File: config.mk
export PLATFORM = sky130hd
export DESIGN_NAME = phase_align_stage
export DESIGN_NICKNAME = d
export VERILOG_FILES = /design/src/rtl/phalign_pkg.sv /design/src/rtl/phalign_ctrl.sv /design/src/rtl/phalign_datapath.sv /design/src/rtl/phalign_pads.sv /design/src/rtl/phase_align_stage.sv
export SDC_FILE = /design/constraint.sdc
export NUM_CORES = 1
export LEC_CHECK = 0
export BUFFER_PORTS_ARGS = -buffer_cell sky130_fd_sc_hd__buf_2
export CAP_MARGIN = 30
export CORE_AREA = 2 2 46 48
export CTS_CLUSTER_DIAMETER = 200
export CTS_CLUSTER_SIZE = 24
export DETAILED_ROUTE_END_ITERATION = 12
export DIE_AREA = 0 0 48 50
export HOLD_SLACK_MARGIN = 0.1
export PLACE_DENSITY = 0.69
export SLEW_MARGIN = 15
export SYNTH_ARGS = -nofsm -noshare
export SYNTH_HDL_FRONTEND = slang
export SYNTH_SLANG_ARGS = --single-unit
File: constraint.sdc
create_clock -name clk -period 0.8 [get_ports clk]
set_input_delay 0.04 -clock clk [delete_from_list [all_inputs] [get_ports clk]]
set_output_delay 0.04 -clock clk [all_outputs]
set_load 0.05 [all_outputs]
File: src/rtl/phalign_pkg.sv
package phalign_pkg;

  typedef enum logic [1:0] {
    DLY_NONE = 2'b00,
    DLY_HALF = 2'b01,
    DLY_FULL = 2'b10
  } delayClass_e;

  typedef struct packed {
    logic rawValid;
    logic keepP1;
  } phaseStrobes_t;

endpackage

File: src/rtl/phalign_ctrl.sv
module phalign_ctrl
  import phalign_pkg::*;
(
  input  logic          phaseP1,
  output phaseStrobes_t strobes
);
  // Raw array outputs are valid only in phase 1; phase-1-only
  // controls keep their value only in phase 1 as well.
  always_comb begin
    strobes.rawValid = phaseP1;
    strobes.keepP1   = phaseP1;
  end
endmodule

File: src/rtl/phalign_datapath.sv
module phalign_datapath
  import phalign_pkg::*;
#(
  parameter int unsigned N_CTL = 8,
  parameter logic [2*N_CTL-1:0] CLASS_TBL = '0,
  parameter logic [N_CTL-1:0] PAIR_EN  = '0,
  parameter logic [N_CTL-1:0] P1_ONLY  = '0,
  parameter logic [N_CTL-1:0] POL_TRUE = '1,
  parameter logic [N_CTL-1:0] POL_INV  = '0
) (
  input  logic             clk,
  input  logic             rst,
  input  phaseStrobes_t    strobes,
  input  logic [N_CTL-1:0] rawA,
  input  logic [N_CTL-1:0] rawB,
  output logic [N_CTL-1:0] aligned,
  output logic [N_CTL-1:0] ctlTrue,
  output logic [N_CTL-1:0] ctlInv
);

  logic [N_CTL-1:0] qualRaw;
  logic [N_CTL-1:0] wide;

  // merge pairs before alignment, then qualify with phase 1
  always_comb begin
    qualRaw = (rawA | (rawB & PAIR_EN)) & {N_CTL{strobes.rawValid}};
  end

  for (genvar i = 0; i < N_CTL; i++) begin : g_ctl
    localparam logic [1:0] CLS = CLASS_TBL[2*i +: 2];

    if (CLS == DLY_NONE) begin : g_none
      logic stage1;
      always_ff @(posedge clk) begin
        if (rst) stage1 <= 1'b0;
        else     stage1 <= qualRaw[i];
      end
      assign wide[i] = qualRaw[i] | stage1;
    end else if (CLS == DLY_HALF) begin : g_half
      logic stage1, stage2;
      always_ff @(posedge clk) begin
        if (rst) begin
          stage1 <= 1'b0;
          stage2 <= 1'b0;
        end else begin
          stage1 <= qualRaw[i];
          stage2 <= stage1;
        end
      end
      assign wide[i] = stage1 | stage2;
    end else begin : g_full
      logic stage1, stage2, stage3;
      always_ff @(posedge clk) begin
        if (rst) begin
          stage1 <= 1'b0;
          stage2 <= 1'b0;
          stage3 <= 1'b0;
        end else begin
          stage1 <= qualRaw[i];
          stage2 <= stage1;
          stage3 <= stage2;
        end
      end
      assign wide[i] = stage2 | stage3;
    end

    if (P1_ONLY[i]) begin : g_trim
      assign aligned[i] = wide[i] & strobes.keepP1;
    end else begin : g_keep
      assign aligned[i] = wide[i];
    end

    if (POL_TRUE[i]) begin : g_true
      assign ctlTrue[i] = aligned[i];
    end else begin : g_true_off
      assign ctlTrue[i] = 1'b0;
    end

    if (POL_INV[i]) begin : g_inv
      assign ctlInv[i] = ~aligned[i];
    end else begin : g_inv_off
      assign ctlInv[i] = 1'b1;
    end
  end

endmodule

File: src/rtl/phalign_pads.sv
module phalign_pads (
  input  logic clk,
  input  logic rst,
  input  logic syncCtl,
  input  logic writeCtl,
  output logic syncPad,
  output logic rwPad
);
  logic syncDly;
  logic [1:0] writeDly;

  always_ff @(posedge clk) begin
    if (rst) begin
      syncDly  <= 1'b0;
      writeDly <= 2'b00;
    end else begin
      syncDly  <= syncCtl;
      writeDly <= {writeDly[0], writeCtl};
    end
  end

  assign syncPad = syncDly;
  assign rwPad   = ~writeDly[1];
endmodule

File: src/rtl/phase_align_stage.sv
module phase_align_stage
  import phalign_pkg::*;
#(
  parameter int unsigned N_CTL = 8,
  parameter logic [2*N_CTL-1:0] CLASS_TBL = 16'h9861,
  parameter logic [N_CTL-1:0] PAIR_EN  = 8'h43,
  parameter logic [N_CTL-1:0] P1_ONLY  = 8'hA4,
  parameter logic [N_CTL-1:0] POL_TRUE = 8'hDF,
  parameter logic [N_CTL-1:0] POL_INV  = 8'h35,
  parameter int unsigned SYNC_IDX = 0,
  parameter int unsigned WR_IDX   = 3
) (
  input  logic             clk,
  input  logic             rst,
  input  logic             phaseP1,
  input  logic [N_CTL-1:0] rawA,
  input  logic [N_CTL-1:0] rawB,
  output logic [N_CTL-1:0] ctlTrue,
  output logic [N_CTL-1:0] ctlInv,
  output logic             syncPad,
  output logic             rwPad
);

  phaseStrobes_t    strobes;
  logic [N_CTL-1:0] alignedCtl;

  phalign_ctrl ctrl_i (
    .phaseP1 (phaseP1),
    .strobes (strobes)
  );

  phalign_datapath #(
    .N_CTL     (N_CTL),
    .CLASS_TBL (CLASS_TBL),
    .PAIR_EN   (PAIR_EN),
    .P1_ONLY   (P1_ONLY),
    .POL_TRUE  (POL_TRUE),
    .POL_INV   (POL_INV)
  ) dp_i (
    .clk     (clk),
    .rst     (rst),
    .strobes (strobes),
    .rawA    (rawA),
    .rawB    (rawB),
    .aligned (alignedCtl),
    .ctlTrue (ctlTrue),
    .ctlInv  (ctlInv)
  );

  phalign_pads pads_i (
    .clk      (clk),
    .rst      (rst),
    .syncCtl  (alignedCtl[SYNC_IDX]),
    .writeCtl (alignedCtl[WR_IDX]),
    .syncPad  (syncPad),
    .rwPad    (rwPad)
  );

endmodule

==> results.toml, run 1 <==
[logic_synthesis]
synth_adder_area_share_pct = 0
synth_cells = 64
synth_warnings = 0
ys_seq_elements = 20
synth.most_common_cell = "dfxtp_1"
synthXorXnorAreaFrac_pct = 0
synthTopCellsByArea = "dfxtp_1 (60%), nor2b_1 (10%), buf_4 (7.8%), and2_1 (4.7%), o21a_1 (4.5%)"
yosysTopAreaCell = "dfxtp_1"
synth_ff_type = "dfxtp_1"
synth_edf_count = 0
syn_avg_cell_area_sq_um = 10.5
seq_area_frac_synth_pct = 59.7
synthMuxAreaShare_pct = 0
synth_top_family_by_area = "simple AND/OR/NAND/NOR gates"
synth_compound_area_share_pct = 7.46
synth_cell_types = 15
synthSimpleGateAreaFrac_pct = 20.9
synth_commonest_cells = "dfxtp_1 (20), nor2b_1 (11), buf_4 (7)"
async_reset_ff_share_pct = 0
syn-cell-area_sq_um = 671
synth.top_cell.area_share_pct = 59.7

[layout]
nets = 123
utilization_pct = 58.5
drive_above_1_share_pct = 50.5
design_area_sq_mm = 0.00111
fin_cells = 130
synthToLayoutAreaGrowth_pct = 65.9
diodes = 0

[clocking]
clock_sinks = 20
cts_tree = "yes"
path_clk_slew_ns = 0.10
cts_buffers = 3
insertion_delay_ns = 0.29
clock_path_buffers = 2
h-tree-depth = 1
clock-root-buffer = "clkbuf_4"
hold_buffers = 13

[drt]
ant_nets = 0
wl_per_cell_um = 9.75
vias = 505
drc = 0
finalWirelength_um = 1270
first_pass_iters = 1
drtIter0Drc = 0
viasPerCell = 3.88

[grt]
grt_pass1_vias = 463
grt_max_degree = 12
track_usage_pct = 12.1
overflow = 0
grt_antenna_before_repair = 0
grt_pass1_wl_um = 1980

[floorplan]
initial_core_util_pct = 35.3
die_y_um = 50
num_rows = 16
die_w_um = 48
io_pins = 37
die-area_sq_mm = 0.00240
core_area_sq_mm = 0.00190

[setup_path]
critPathCaptureType = "primary output"
cp_data_arrival_time_ns = 1.02
r2r-end = "pads_i.writeDly[0]"
r2r_setup_slack_ns = 0.01
crit_type = "reg2out"
r2r_start = "dp_i.g_ctl[3].g_half.stage1"
worstPathRequired_ns = 0.76
critPathMaxStageDelay_ns = 0.33
critPathSlowestCell = "dfxtp_2"
rr_worst_depth = 2
critPathMaxFanout = 2
worstPathCellList = "or2_4, buf_6"
cp-start-kind = "register"

[pwr]
switchingPower_uw = 571
p_clk_share_pct = 27.3
swShare_pct = 27.5
ir_drop_uv = 778
total_power_mw = 2.07
p_leak_nw = 0.503
power.share.combinational_pct = 22.1
internal_power_mw = 1.50
power_density_mw_per_mm2 = 1860
seq_power_share_pct = 50.6

[place]
placed_area_sq_um = 830
place_worst_setup_slack_ns = 0.000574
place_inst = 113
dpl.hpwl_um = 771
port_buffers = 26
place.gp.congestion = 0.568

[timing]
tns_ns = -2.28
setup_violations = 13
grt_setup_unrepaired = "yes"
clock.fmax_ghz = 0.945
hold-worst-slack_ns = 0.0796
worst_slack_ns = -0.259
final_hold_viol_count = 0
min_period_ns = 1.06
post-route-period-util_pct = 132
slew_viol_final = 0
finalClockSkew_ns = 0.00298

[flow_run]
drv_cap = 0

[hold_path]
holdCritPathClass = "in2reg"
holdPathStages = 3
worstHoldEndpoint = "dp_i.g_ctl[6].g_half.stage1"
hp-start = "rst"

[status]
status = "finished, violations left"
violations = "negative setup slack"
==> layer usage <==
metal	vias to the layer above	track usage, %	share of wire (%)
li1	260	-	-
met1	221	13.5	39
met2	20	19.6	53
met3	4	2.20	5.1
met4	0	8.11	2.4
met5	-	0	0
==> sequential cells by signal, summed over array words and instances, names as in the netlist <==
signal                    flops
dp_i.g_ctl.g_half.stage1      3
dp_i.g_ctl.g_half.stage2      3
dp_i.g_ctl.g_full.stage1      3
dp_i.g_ctl.g_full.stage2      3
dp_i.g_ctl.g_full.stage3      3
dp_i.g_ctl.g_none.stage1      2
pads_i.writeDly               2
pads_i.syncPad                1
==> placed cells by master (no fill, tap or decap), drive strengths merged <==
master	synthesis	layout
clkbuf	0	4
buf	8	28
or2	2	2
a21oi	1	1
nand2b	1	1
and2	5	5
o21ai	3	3
nor2b	12	12
inv	4	4
nor2	2	2
conb	2	5
o21a	4	4
dlygate4sd3	0	12
dfxtp	20	20
==> timing repair <==
action | 4_1_cts | 5_1_grt
buffers inserted | 1 | 0
endpoints found under the setup margin | 13 | 26
pin swaps | 1 | 2
hold endpoints to repair | 14 | 3
gates resized for setup | 35 | 9
==> layout make-up <==
class                      instances  area, sq um
sequential                        20          410
tap                               27         33.8
inverter                           4         15.0
timing repair buffer              40          362
clock buffer                       4         36.3
multi-input combinational         35          255
fill                             159          790
==> power groups by stage <==
stage                     clock network [mW]  logic [mW]  registers [mW]
after global placement                     0       0.329            1.07
after global routing                   0.640       0.485            1.05
after CTS                              0.589       0.450            1.05
after floorplan                            0       0.269            1.07
final                                  0.567       0.458            1.05
after detailed placement                   0       0.333            1.07
==> critical path: cells and delay by family (launching register included) <==
kind,cells,cell delay (ns)
simple gates,1,0.24
flops,1,0.33
buf+inv,1,0.15
==> how the worst max path moves through the flow <==
stage | startpoint | to | depth (start not counted)
5_1_grt | dp_i.g_ctl[3].g_half.stage1 | ctlTrue[3] | 2
3_3_place_gp | dp_i.g_ctl[6].g_half.stage2 | ctlTrue[6] | 2
4_1_cts | dp_i.g_ctl[3].g_half.stage2 | ctlTrue[3] | 2
2_1_floorplan | dp_i.g_ctl[2].g_full.stage3 | ctlTrue[2] | 2
3_5_place_dp | dp_i.g_ctl[6].g_half.stage2 | ctlTrue[6] | 2
6_report | dp_i.g_ctl[3].g_half.stage1 | ctlTrue[3] | 2
==> cells by family (layout without fill, tap and decap cells) <==
kind of cell / after synthesis / after routing
buf+inv: 12 / 48
other cells: 2 / 5
simple gates: 22 / 22
compound gates: 8 / 8
flops: 20 / 20
No activity file was read; power rests on OpenSTA's default activity.
==> run 2, diff against run 1 <==
CELL_PAD_IN_SITES_DETAIL_PLACEMENT = 0   (was unset)
CELL_PAD_IN_SITES_GLOBAL_PLACEMENT = 1   (was unset)
CORE_AREA = 3 3 53 55   (was 2 2 46 48)
CTS_BUF_LIST = sky130_fd_sc_hd__clkbuf_8   (was unset)
DIE_AREA = 0 0 56 58   (was 0 0 48 50)
PLACE_DENSITY = unset   (was 0.69)
PLACE_DENSITY_LB_ADDON = 0.1   (was unset)
==> results.toml, run 2 (synthesized netlist as in run 1, its figures left out) <==
[pwr]
p_leak_nw = 0.498
ir_drop_uv = 1310
total_power_mw = 2.23
power_density_mw_per_mm2 = 2020

[timing]
clock.fmax_ghz = 1.02
worst_slack_ns = -0.183
min_period_ns = 0.983
grt_setup_unrepaired = "yes"
slew_viol_final = 0
post-route-period-util_pct = 123
final_hold_viol_count = 0
setup_violations = 11
finalClockSkew_ns = 0.000221

[drt]
drtIter0Drc = 5
ant_nets = 0
drc = 0
finalWirelength_um = 1180
vias = 499
viasPerCell = 3.81
first_pass_iters = 2
wl_per_cell_um = 9.01

[floorplan]
num_rows = 18
die-area_sq_mm = 0.00325
io_pins = 37
core_area_sq_mm = 0.00243
die_w_um = 56
initial_core_util_pct = 27.6
die_y_um = 58

[grt]
grt_max_degree = 13
overflow = 0
grt_pass1_wl_um = 2120
track_usage_pct = 8.53
grt_pass1_vias = 512
grt_antenna_before_repair = 0

[layout]
synthToLayoutAreaGrowth_pct = 64.6
drive_above_1_share_pct = 45.5
layout_commonest_cell = "dfxtp_1"
layout_common_cells = "dfxtp_1 (15), buf_2 (13), nor2b_1 (11), dlygate4sd3_1 (11), buf_6 (11)"
nets = 121
diodes = 0

[clocking]
insertion_delay_ns = 0.25
h-tree-depth = 1
cts_tree = "yes"
clock-root-buffer = "clkbuf_8"
path_clk_slew_ns = 0.07
clock_path_buffers = 2
cts_buffers = 3
clock_sinks = 20
post-cts-setup-buffers = 0

[setup_path]
crit_type = "reg2out"
cp-start-kind = "register"
worstPathRequired_ns = 0.76
critPathMaxFanout = 2
cp_data_arrival_time_ns = 0.94
cp_num_buf_inv = 1
critPathCaptureType = "primary output"
path_delay_family = "flip-flops"
critPathMaxStageDelay_ns = 0.30
critPathSlowestCell = "dfxtp_1"
worstPathCellList = "or2_1, buf_6"

[status]
status = "finished, violations left"
violations = "negative setup slack"

[flow_run]
drv_cap = 0

[place]
port_buffers = 26
place_worst_setup_slack_ns = 0.00322
dpl.hpwl_um = 793
place.gp.congestion = 0.634

[hold_path]
holdCritPathClass = "in2reg"
[run 2: power breakdown]
part / switching, mW / internal, mW / leakage, nW
combinational: 0.260 / 0.179 / 0.304
sequential: 0.0144 / 1.03 / 0.166
clock: 0.305 / 0.437 / 0.0288
total: 0.580 / 1.65 / 0.498
[run 2: layout make-up]
class | instances | area [sq um]
Tap cell | 30 | 37.5
Inverter | 4 | 15.0
Multi-Input combinational cell | 35 | 253
Clock buffer | 4 | 55.1
Timing Repair Buffer | 38 | 337
Sequential cell | 20 | 407
Fill cell | 238 | 1330
[run 2: final timing paths]
path / slack (ns) / from / endpoint / cells past startpoint
min reg2reg: 0.44 / dp_i.g_ctl[5].g_full.stage1 / dp_i.g_ctl[5].g_full.stage2 / 1
max: -0.18 / dp_i.g_ctl[3].g_half.stage2 / ctlTrue[3] / 2
min: 0.1 / rst / dp_i.g_ctl[1].g_none.stage1 / 3
max reg2reg: 0.04 / dp_i.g_ctl[3].g_half.stage2 / pads_i.writeDly[0] / 2
[run 2: per-layer routing]
layer  global-route usage, %  share of wire [%]  up-vias
met5                       0                  0        -
met4                    2.03                1.0        0
met3                    5.57                8.1        2
met2                    14.9                 50       17
met1                    8.53                 41      225
li1                        -                  -      255
[run 2: worst reg2reg max path, delay by kind of cell, from the launching register on]
family,cells,cell delay (ns)
flops,1,0.30
simple gates,2,0.36
[run 2: what timing repair did]
item	CTS	global route
hold buffers	11	0
gates resized for setup	32	5
endpoints found under the hold margin	8	0
setup endpoints to repair	13	13
pin swaps	1	1
[run 2: stage by stage]
stage | TNS (ns) | area (sq um) | instances | hold WS (ns) | util (%)
2_1_floorplan | -0.498 | 719 | 67 | 0.112 | -
3_3_place_gp | 0 | 833 | 116 | 0.239 | 34.3
3_5_place_dp | 0 | 833 | 116 | 0.240 | 34.3
4_1_cts | -1.70 | 1090 | 131 | 0.0934 | 45.0
5_1_grt | -2.13 | 1100 | 131 | 0.101 | 45.4
6_report | -1.54 | 1100 | 131 | 0.0980 | 45.4
==> run 3, diff against run 2 <==
clock period = 0.9 ns   (was 0.8 ns; I/O delays follow)
==> results.toml, run 3 (synthesized netlist as in run 1, its figures left out) <==
[pwr]
total_power_mw = 2.20
ir_drop_uv = 1210
p_leak_nw = 0.504
power_density_mw_per_mm2 = 1960

[grt]
overflow = 0
grt_antenna_before_repair = 0
grt_max_degree = 13
grt_pass1_vias = 501
grt_pass1_wl_um = 2130
track_usage_pct = 8.58

[setup_path]
worstPathRequired_ns = 0.85
critPathMaxFanout = 2
critPathMaxStageDelay_ns = 0.30
worstPathCellList = "or2_1, buf_6"
startpoint = "dp_i.g_ctl[3].g_half.stage2"
cp_data_arrival_time_ns = 0.95
critPathSlowestCell = "dfxtp_1"
r2r_start = "dp_i.g_ctl[3].g_half.stage2"
cp-start-kind = "register"
crit_type = "reg2out"
critPathCaptureType = "primary output"

[layout]
fin_cells = 131
synthToLayoutAreaGrowth_pct = 67.0
nets = 121
utilization_pct = 46.0
drive_above_1_share_pct = 45.5
layout_common_cells = "dfxtp_1 (15), dlygate4sd3_1 (12), buf_2 (12)"
design_area_sq_mm = 0.00112
layout_commonest_cell = "dfxtp_1"
diodes = 0

[place]
port_buffers = 26
place_inst = 116
place.gp.congestion = 0.614
placed_area_sq_um = 833
dpl.hpwl_um = 792
place_worst_setup_slack_ns = 0.0961

[clocking]
clock-root-buffer = "clkbuf_8"
clock_sinks = 20
cts_buffers = 3
h-tree-depth = 1
path_clk_slew_ns = 0.07
clock_path_buffers = 2
cts_tree = "yes"
post-cts-setup-buffers = 0
insertion_delay_ns = 0.25

[floorplan]
die-area_sq_mm = 0.00325
core_area_sq_mm = 0.00243
io_pins = 37
die_y_um = 58
die_w_um = 56
num_rows = 18
initial_core_util_pct = 27.6

[flow_run]
drv_cap = 0

[status]
violations = "negative setup slack"
status = "finished, violations left"

[hold_path]
holdCritPathClass = "in2reg"
hp-start = "phaseP1"

[drt]
wl_per_cell_um = 9.06
drc = 0
ant_nets = 0
vias = 502
drtIter0Drc = 4
viasPerCell = 3.83
finalWirelength_um = 1190
first_pass_iters = 2

[timing]
setup_violations = 10
min_period_ns = 0.993
clock.fmax_ghz = 1.01
hold-worst-slack_ns = 0.279
final_hold_viol_count = 0
grt_setup_unrepaired = "yes"
post-route-period-util_pct = 110
tns_ns = -0.588
worst_slack_ns = -0.0929
finalClockSkew_ns = 0.00249
slew_viol_final = 0
-- run 3: cell types whose count changed in the layout (fill, tap and decap cells not counted), sizes merged --
cell / change
dlygate4sd3: +1
buf: -2
bufinv: +1
-- run 3: path summary, 6_finish.rpt --
kind                                 end  slack, ns  cells after the start
max                           ctlTrue[3]      -0.09                      2
min          dp_i.g_ctl[1].g_none.stage1       0.28                      3
max reg2reg           pads_i.writeDly[0]       0.13                      2
min reg2reg  dp_i.g_ctl[5].g_full.stage2       0.44                      1
-- run 3: cell type report --
class	count	area (sq um)
fill	227	1310
sequential	20	407
timing repair buffer	38	334
multi-input combinational	35	255
clock buffer	3	41.3
tap	30	37.5
clock inverter	1	30.0
inverter	4	15.0
-- run 3: worst max-delay path: cells and delay by family, from the launching register on --
| family | cells | cell delay [ns] |
|---|---|---|
| flip-flops | 1 | 0.30 |
| AND/OR/NAND/NOR | 1 | 0.24 |
| buffers and inverters | 1 | 0.16 |
-- run 3: repair_timing --
item,4_1_cts,5_1_grt
hold buffers,12,0
gates resized for setup,32,5
endpoints found under the hold margin,8,0
cloned,0,0
setup endpoints to repair,11,19
pin swaps,2,2
-- run 3: per-layer routing --
metal  global-route usage, %  part of all wire [%]
met3                    5.35                   7.6
met1                    8.38                    39
met2                    15.4                    53
met4                    2.03                   1.0
met5                       0                     0
-- run 3: power by group --
part | internal, mW | switching [mW]
Combinational | 0.160 | 0.233
Sequential | 0.917 | 0.0122
Clock | 0.593 | 0.281
Total | 1.67 | 0.526
